## src/rtl/tmr_pkg.sv

```systemverilog
package tmr_pkg;
    localparam int SEL_W     = 2;
    localparam int NUM_RATES = 1 << SEL_W;
    localparam int WDG_W     = 3;
    localparam int LOW_W     = 8;
    localparam int BIT_OVF   = 7;
    localparam int BIT_RTI   = 6;
    localparam int BIT_OVE   = 5;
    localparam int BIT_RTE   = 4;

    typedef struct packed {
        logic             ovf;
        logic             rti;
        logic             ove;
        logic             rte;
        logic [SEL_W-1:0] sel;
    } ctl_t;

    localparam ctl_t CTL_DEFAULT = '{ovf: 1'b0, rti: 1'b0, ove: 1'b0,
                                     rte: 1'b0, sel: {SEL_W{1'b1}}};
endpackage

```

## src/rtl/tmr_divider.sv

```systemverilog
module tmr_divider
    import tmr_pkg::*;
#(
    parameter int TAP_BASE = 14
) (
    input  logic             clk,
    input  logic             rst_n,
    input  logic             clr,
    input  logic [SEL_W-1:0] sel,
    output logic             ovf_evt,
    output logic             tick
);
    localparam int DIV_W = TAP_BASE + NUM_RATES - 1;

    typedef struct packed {
        logic [DIV_W-1:0]     cnt;
        logic [NUM_RATES-1:0] prev;
    } div_st_t;

    div_st_t              st_d, st_q;
    logic [NUM_RATES-1:0] taps;

    for (genvar gi = 0; gi < NUM_RATES; gi++) begin : g_tap
        assign taps[gi] = st_q.cnt[TAP_BASE-1+gi];
    end

    always_comb begin
        st_d = st_q;
        if (clr) begin
            st_d.cnt  = '0;
            st_d.prev = '0;
        end else begin
            st_d.cnt  = st_q.cnt + 1'b1;
            st_d.prev = taps;
        end
        ovf_evt = &st_q.cnt[LOW_W-1:0];
        tick    = taps[sel] & ~st_q.prev[sel];
    end

    always_ff @(posedge clk or negedge rst_n) begin
        if (!rst_n) st_q <= '0;
        else        st_q <= st_d;
    end

    // the low stages really wrap to zero after an overflow event
    a_r1_low_wrap: assert property (@(posedge clk) disable iff (!rst_n)
        ovf_evt |=> (st_q.cnt[LOW_W-1:0] == '0));
    // timeout restarts the divider
    a_r10_div_restart: assert property (@(posedge clk) disable iff (!rst_n)
        clr |=> (st_q.cnt == '0));
endmodule

```

## src/rtl/tmr_ctrl.sv

```systemverilog
module tmr_ctrl
    import tmr_pkg::*;
(
    input  logic       clk,
    input  logic       rst_n,
    input  logic       clr,
    input  logic       wr_en,
    input  logic [7:0] wr_data,
    input  logic       ovf_evt,
    input  logic       rti_evt,
    output ctl_t       ctl,
    output logic [7:0] rd_data,
    output logic       ovf_irq,
    output logic       rti_irq
);
    ctl_t ctl_d, ctl_q;
    logic unused_bits;

    assign unused_bits = ^wr_data[3:2];

    always_comb begin
        ctl_d = ctl_q;
        if (clr) begin
            ctl_d = CTL_DEFAULT;
        end else begin
            if (wr_en) begin
                ctl_d.ove = wr_data[BIT_OVE];
                ctl_d.rte = wr_data[BIT_RTE];
                ctl_d.sel = wr_data[SEL_W-1:0];
            end
            ctl_d.ovf = ovf_evt | (ctl_q.ovf & ~(wr_en & ~wr_data[BIT_OVF]));
            ctl_d.rti = rti_evt | (ctl_q.rti & ~(wr_en & ~wr_data[BIT_RTI]));
        end
        rd_data = {ctl_q.ovf, ctl_q.rti, ctl_q.ove, ctl_q.rte, 2'b00, ctl_q.sel};
        ovf_irq = ctl_q.ovf & ctl_q.ove;
        rti_irq = ctl_q.rti & ctl_q.rte;
        ctl     = ctl_q;
    end

    always_ff @(posedge clk or negedge rst_n) begin
        if (!rst_n) ctl_q <= CTL_DEFAULT;
        else        ctl_q <= ctl_d;
    end

    // a set event is never lost to a clear in the same cycle
    a_r8_set_wins: assert property (@(posedge clk) disable iff (!rst_n)
        (ovf_evt && !clr) |=> ctl_q.ovf);
    // writing one keeps a set flag
    a_r5_one_keeps: assert property (@(posedge clk) disable iff (!rst_n)
        (wr_en && wr_data[BIT_RTI] && ctl_q.rti && !clr) |=> ctl_q.rti);
    // writing zero clears when no event competes
    a_r5_zero_clears: assert property (@(posedge clk) disable iff (!rst_n)
        (wr_en && !wr_data[BIT_OVF] && !ovf_evt && !clr) |=> !ctl_q.ovf);
    // timeout restores register defaults
    a_r10_defaults: assert property (@(posedge clk) disable iff (!rst_n)
        clr |=> (rd_data == 8'h03));
endmodule

```

## src/rtl/tmr_watchdog.sv

```systemverilog
module tmr_watchdog
    import tmr_pkg::*;
(
    input  logic clk,
    input  logic rst_n,
    input  logic tick,
    input  logic kick,
    output logic timeout,
    output logic wdg_rst
);
    typedef struct packed {
        logic [WDG_W-1:0] cnt;
        logic             pulse;
    } wdg_st_t;

    wdg_st_t st_d, st_q;

    always_comb begin
        st_d    = st_q;
        timeout = tick & ~kick & (&st_q.cnt);
        if (kick || timeout) st_d.cnt = '0;
        else if (tick)       st_d.cnt = st_q.cnt + 1'b1;
        st_d.pulse = timeout;
        wdg_rst    = st_q.pulse;
    end

    always_ff @(posedge clk or negedge rst_n) begin
        if (!rst_n) st_q <= '0;
        else        st_q <= st_d;
    end

    // the reset pulse lasts one cycle
    a_r10_one_cycle: assert property (@(posedge clk) disable iff (!rst_n)
        wdg_rst |=> !wdg_rst);
    // a service strobe empties the counter
    a_r9_kick_clears: assert property (@(posedge clk) disable iff (!rst_n)
        kick |=> (st_q.cnt == '0));
endmodule

```

## src/rtl/tmr_rti_top.sv

```systemverilog
module tmr_rti_top
    import tmr_pkg::*;
#(
    parameter int TAP_BASE = 14
) (
    input  logic       clk,
    input  logic       rst_n,
    input  logic       wr_en,
    input  logic [7:0] wr_data,
    output logic [7:0] rd_data,
    output logic       ovf_irq,
    output logic       rti_irq,
    input  logic       wdg_kick,
    output logic       wdg_rst
);
    ctl_t ctl;
    logic ovf_evt;
    logic tick;
    logic timeout;

    tmr_divider #(.TAP_BASE(TAP_BASE)) i_div (
        .clk     (clk),
        .rst_n   (rst_n),
        .clr     (timeout),
        .sel     (ctl.sel),
        .ovf_evt (ovf_evt),
        .tick    (tick)
    );

    tmr_ctrl i_ctrl (
        .clk     (clk),
        .rst_n   (rst_n),
        .clr     (timeout),
        .wr_en   (wr_en),
        .wr_data (wr_data),
        .ovf_evt (ovf_evt),
        .rti_evt (tick),
        .ctl     (ctl),
        .rd_data (rd_data),
        .ovf_irq (ovf_irq),
        .rti_irq (rti_irq)
    );

    tmr_watchdog i_wdg (
        .clk     (clk),
        .rst_n   (rst_n),
        .tick    (tick),
        .kick    (wdg_kick),
        .timeout (timeout),
        .wdg_rst (wdg_rst)
    );
endmodule

```

## config.mk

```make
export PLATFORM = sky130hd
export DESIGN_NAME = tmr_rti_top
export DESIGN_NICKNAME = d
export VERILOG_FILES = /design/src/rtl/tmr_pkg.sv /design/src/rtl/tmr_divider.sv /design/src/rtl/tmr_ctrl.sv /design/src/rtl/tmr_watchdog.sv /design/src/rtl/tmr_rti_top.sv
export SDC_FILE = /design/constraint.sdc
export NUM_CORES = 1
export LEC_CHECK = 0
export BUFFER_PORTS_ARGS = -buffer_cell sky130_fd_sc_hd__buf_4
export CORE_MARGIN = 3
export CORE_UTILIZATION = 40
export DETAILED_ROUTE_END_ITERATION = 8
export PLACE_DENSITY_LB_ADDON = 0.2
export SLEW_MARGIN = 30
export SYNTH_ARGS = -nofsm -noshare
export SYNTH_HDL_FRONTEND = slang
export SYNTH_SLANG_ARGS = --single-unit
```

## constraint.sdc

```tcl
create_clock -name clk -period 2.3 [get_ports clk]
set_clock_uncertainty 0.2 [all_clocks]
set_input_delay 0.46 -clock clk [delete_from_list [all_inputs] [get_ports clk]]
set_output_delay 0.46 -clock clk [all_outputs]
set_load 0.05 [all_outputs]
```

==> results.yml <==
synth:
  synth_area_mm2: 0.00154
  synth_warnings: 0
  synthXorXnorAreaFrac_pct: 7.39
  synth_top_family_by_area: "simple AND/OR/NAND/NOR gates"
  synth_largest_area_cell: "dfrtp_1"
  synthCells: 137
  synth_compound_area_share_pct: 4.22
  yosys.cell_count.top_type: "dfrtp_1"
  synth_flop_cell: "dfrtp_1"
  yosysSeqAreaShare_pct: 50.5
  synthTopCellsByCount: "dfrtp_1 (29), nor2_1 (13), nor2b_1 (13)"
  ys_types: 33
  synthMuxAreaShare_pct: 4.71
  synth_edf_count: 0
  synth_fa_ha_area_share_pct: 2.44
  synthArstFlopShare_pct: 100
  synth_top_area_share_pct: 47.1
  synth-seq-cells: 31
  yosys.area_share.simple_pct: 26.3
  syn_area_per_cell_um2: 11.2
  synth_area_leaders: "dfrtp_1 (47%), nor2_4 (5.8%), nor2b_1 (5.3%), xnor2_1 (4.5%), dfstp_2 (3.4%)"
clock_network:
  cts.clk_slew.worst_paths_ns: 0.07
  clock-sinks: 31
  clock_latency_ns: 0.28
  clock_path_buffers: 2
  cts-root-buf: "clkbuf_8"
  htreeDepth: 2
  cts_tree: "built"
  cts_buffers: 5
power:
  vdd_drop_max_v: 0.000573
  p_leak_uw: 0.000782
  p_per_area_mw_per_mm2: 956
placement:
  place_ws_ns: 0.271
  dp_cells: 198
  io_buffers: 18
  dp_hpwl_mm: 1.90
  place_congestion: 0.760
global_route:
  grt_pass1_vias: 1034
  grt_overflow: 0
  grt_max_degree: 32
  antenna_found_initial: 0
  grtUsageTotal_pct: 13.1
  grt_pass1_wl_mm: 4.54
critical_path:
  reg2reg_from: "i_ctrl.ctl[1]"
  endpoint_kind: "register"
  reg2reg_depth: 4
  startpoint_type: "register"
  r2r_end: "i_div.st_q[20]"
  cp.arrival_ns: 2.02
  worst-path-max-fanout: 17
  path_class: "reg2reg"
  worstPathRequired_ns: 2.30
  rrSetupSlack_ns: 0.27
die:
  die_area_mm2: 0.00463
  initial_utilization_pct: 43.7
  dieWidth_um: 68.1
  die_h_um: 68.1
  core_area_mm2: 0.00352
  rows: 21
  ioPinCount: 23
run_status:
  status: "finished, final reports clean"
routing:
  dr_total_vias: 1019
  post_drt_wl_per_cell_um: 12.4
  viasPerCell: 4.92
  postRouteAntennaNets: 0
  wl_mm: 2.57
  drt-initial-drc-count: 46
  drt-pass1-iter-count: 4
  drc: 0
cells_and_area:
  antennaDiodeCount: 0
  syn_to_final_growth_pct: 18.4
  num-nets-final: 175
  multi_input_area_um2: 702
  final_layout_size_suffix_gt1_share_pct: 27.3
  fin_cells: 207
  fill_cells: 325
  ff_latch_area_um2: 778
timing:
  finalHoldViolations: 0
  fin_ws_ns: 0.275
  grt_setup_unrepaired: "no"
  max_freq_mhz: 494
  slew_violations: 0
  setup_violations: 0
  setup-tns-final_ns: 0
  fin_crit_ns: 2.03
  post-route-period-util_pct: 88.0
flow_run:
  cap_violations: 0
worst_hold_path:
  worstHoldStart: "wdg_kick"
  hold_depth: 2
  hp-class: "in2reg"
  hold_end: "i_wdg.st_q[3]"
## worst max-delay path: stages, from the launching register on
cell and delay, ns:
dfstp_2 0.55, mux4_2 0.58, and3b_1 0.26, buf_4 0.23, a21oi_1 0.13
## layout make-up
cell class / instances / share of cell area, %
Multi-Input combinational cell: 99 / 38.5
Tap cell: 46 / 3.16
Clock inverter: 2 / 1.92
Inverter: 2 / 0.412
Sequential cell: 31 / 42.7
Timing Repair Buffer: 21 / 8.79
Clock buffer: 6 / 4.53
## logic make-up after synthesis
group | count (synthesis)
other cells | 1
buf+inv | 8
flops | 31
fa+ha+maj | 3
xor+xnor | 13
mux | 6
simple gates | 66
compound gates | 9
## registers in the layout, summed over array words and instances (netlist names)
signal	flops
i_div.st_q	21
i_ctrl.ctl	6
i_wdg.st_q	3
i_wdg.wdg_rst	1
## power breakdown
part	internal (uW)	leakage, uW	switching, uW
sequential	672	0.000369	128
clock	350	0.0000612	198
combinational	173	0.000351	221
total	1200	0.000782	547
## placed cells by master, fill, tap and decap left out, types with 3 or more instances in the layout
master	n
nor4_1	4
nor2_1	13
ha_1	3
nor2b_1	13
nand4_1	4
nor2_4	8
nand3_1	7
xnor2_1	8
dfrtp_1	29
buf_4	20
mux2i_1	5
clkbuf_8	6
nand2_1	5
xor2_1	5
## worst max-delay path by stage
stage / slack (ns) / end / startpoint / cells past startpoint
global route: 0.15 / i_div.st_q[20] / i_div.st_q[18] / 5
finish: 0.27 / i_div.st_q[20] / i_ctrl.ctl[1] / 4
global placement: 0.30 / i_div.st_q[20] / i_ctrl.ctl[1] / 4
detailed placement: 0.27 / i_div.st_q[20] / i_ctrl.ctl[1] / 4
floorplan: 0.14 / i_ctrl.ctl[0] / i_ctrl.ctl[1] / 4
CTS: 0.25 / i_div.st_q[20] / i_ctrl.ctl[1] / 4
## metrics by stage
step / power, uW / hold WS [ns] / instance area, um2 / utilization [%]
after floorplan: 1090 / -0.0356 / 1540 / -
after global placement: 1190 / 0.209 / 1700 / 48.2
after detailed placement: 1210 / 0.215 / 1700 / 48.2
after CTS: 1770 / 0.142 / 1820 / 51.8
after global routing: 1850 / 0.148 / 1820 / 51.8
final: 1740 / 0.154 / 1820 / 51.8
## metal layers
layer / global-route usage, % / wire [um] / vias up
li1: - / - / 508
met1: 15.4 / 1120 / 491
met2: 22.3 / 1320 / 16
met3: 4.93 / 106 / 4
met4: 3.72 / 23 / 0
met5: 0 / 0 / -
## what timing repair did
item,in CTS,in global routing
hold buffers,1,0
gates resized for setup,0,0
buffers inserted,0,0
hold endpoints to repair,29,0
(Power assumes the default switching activity.)
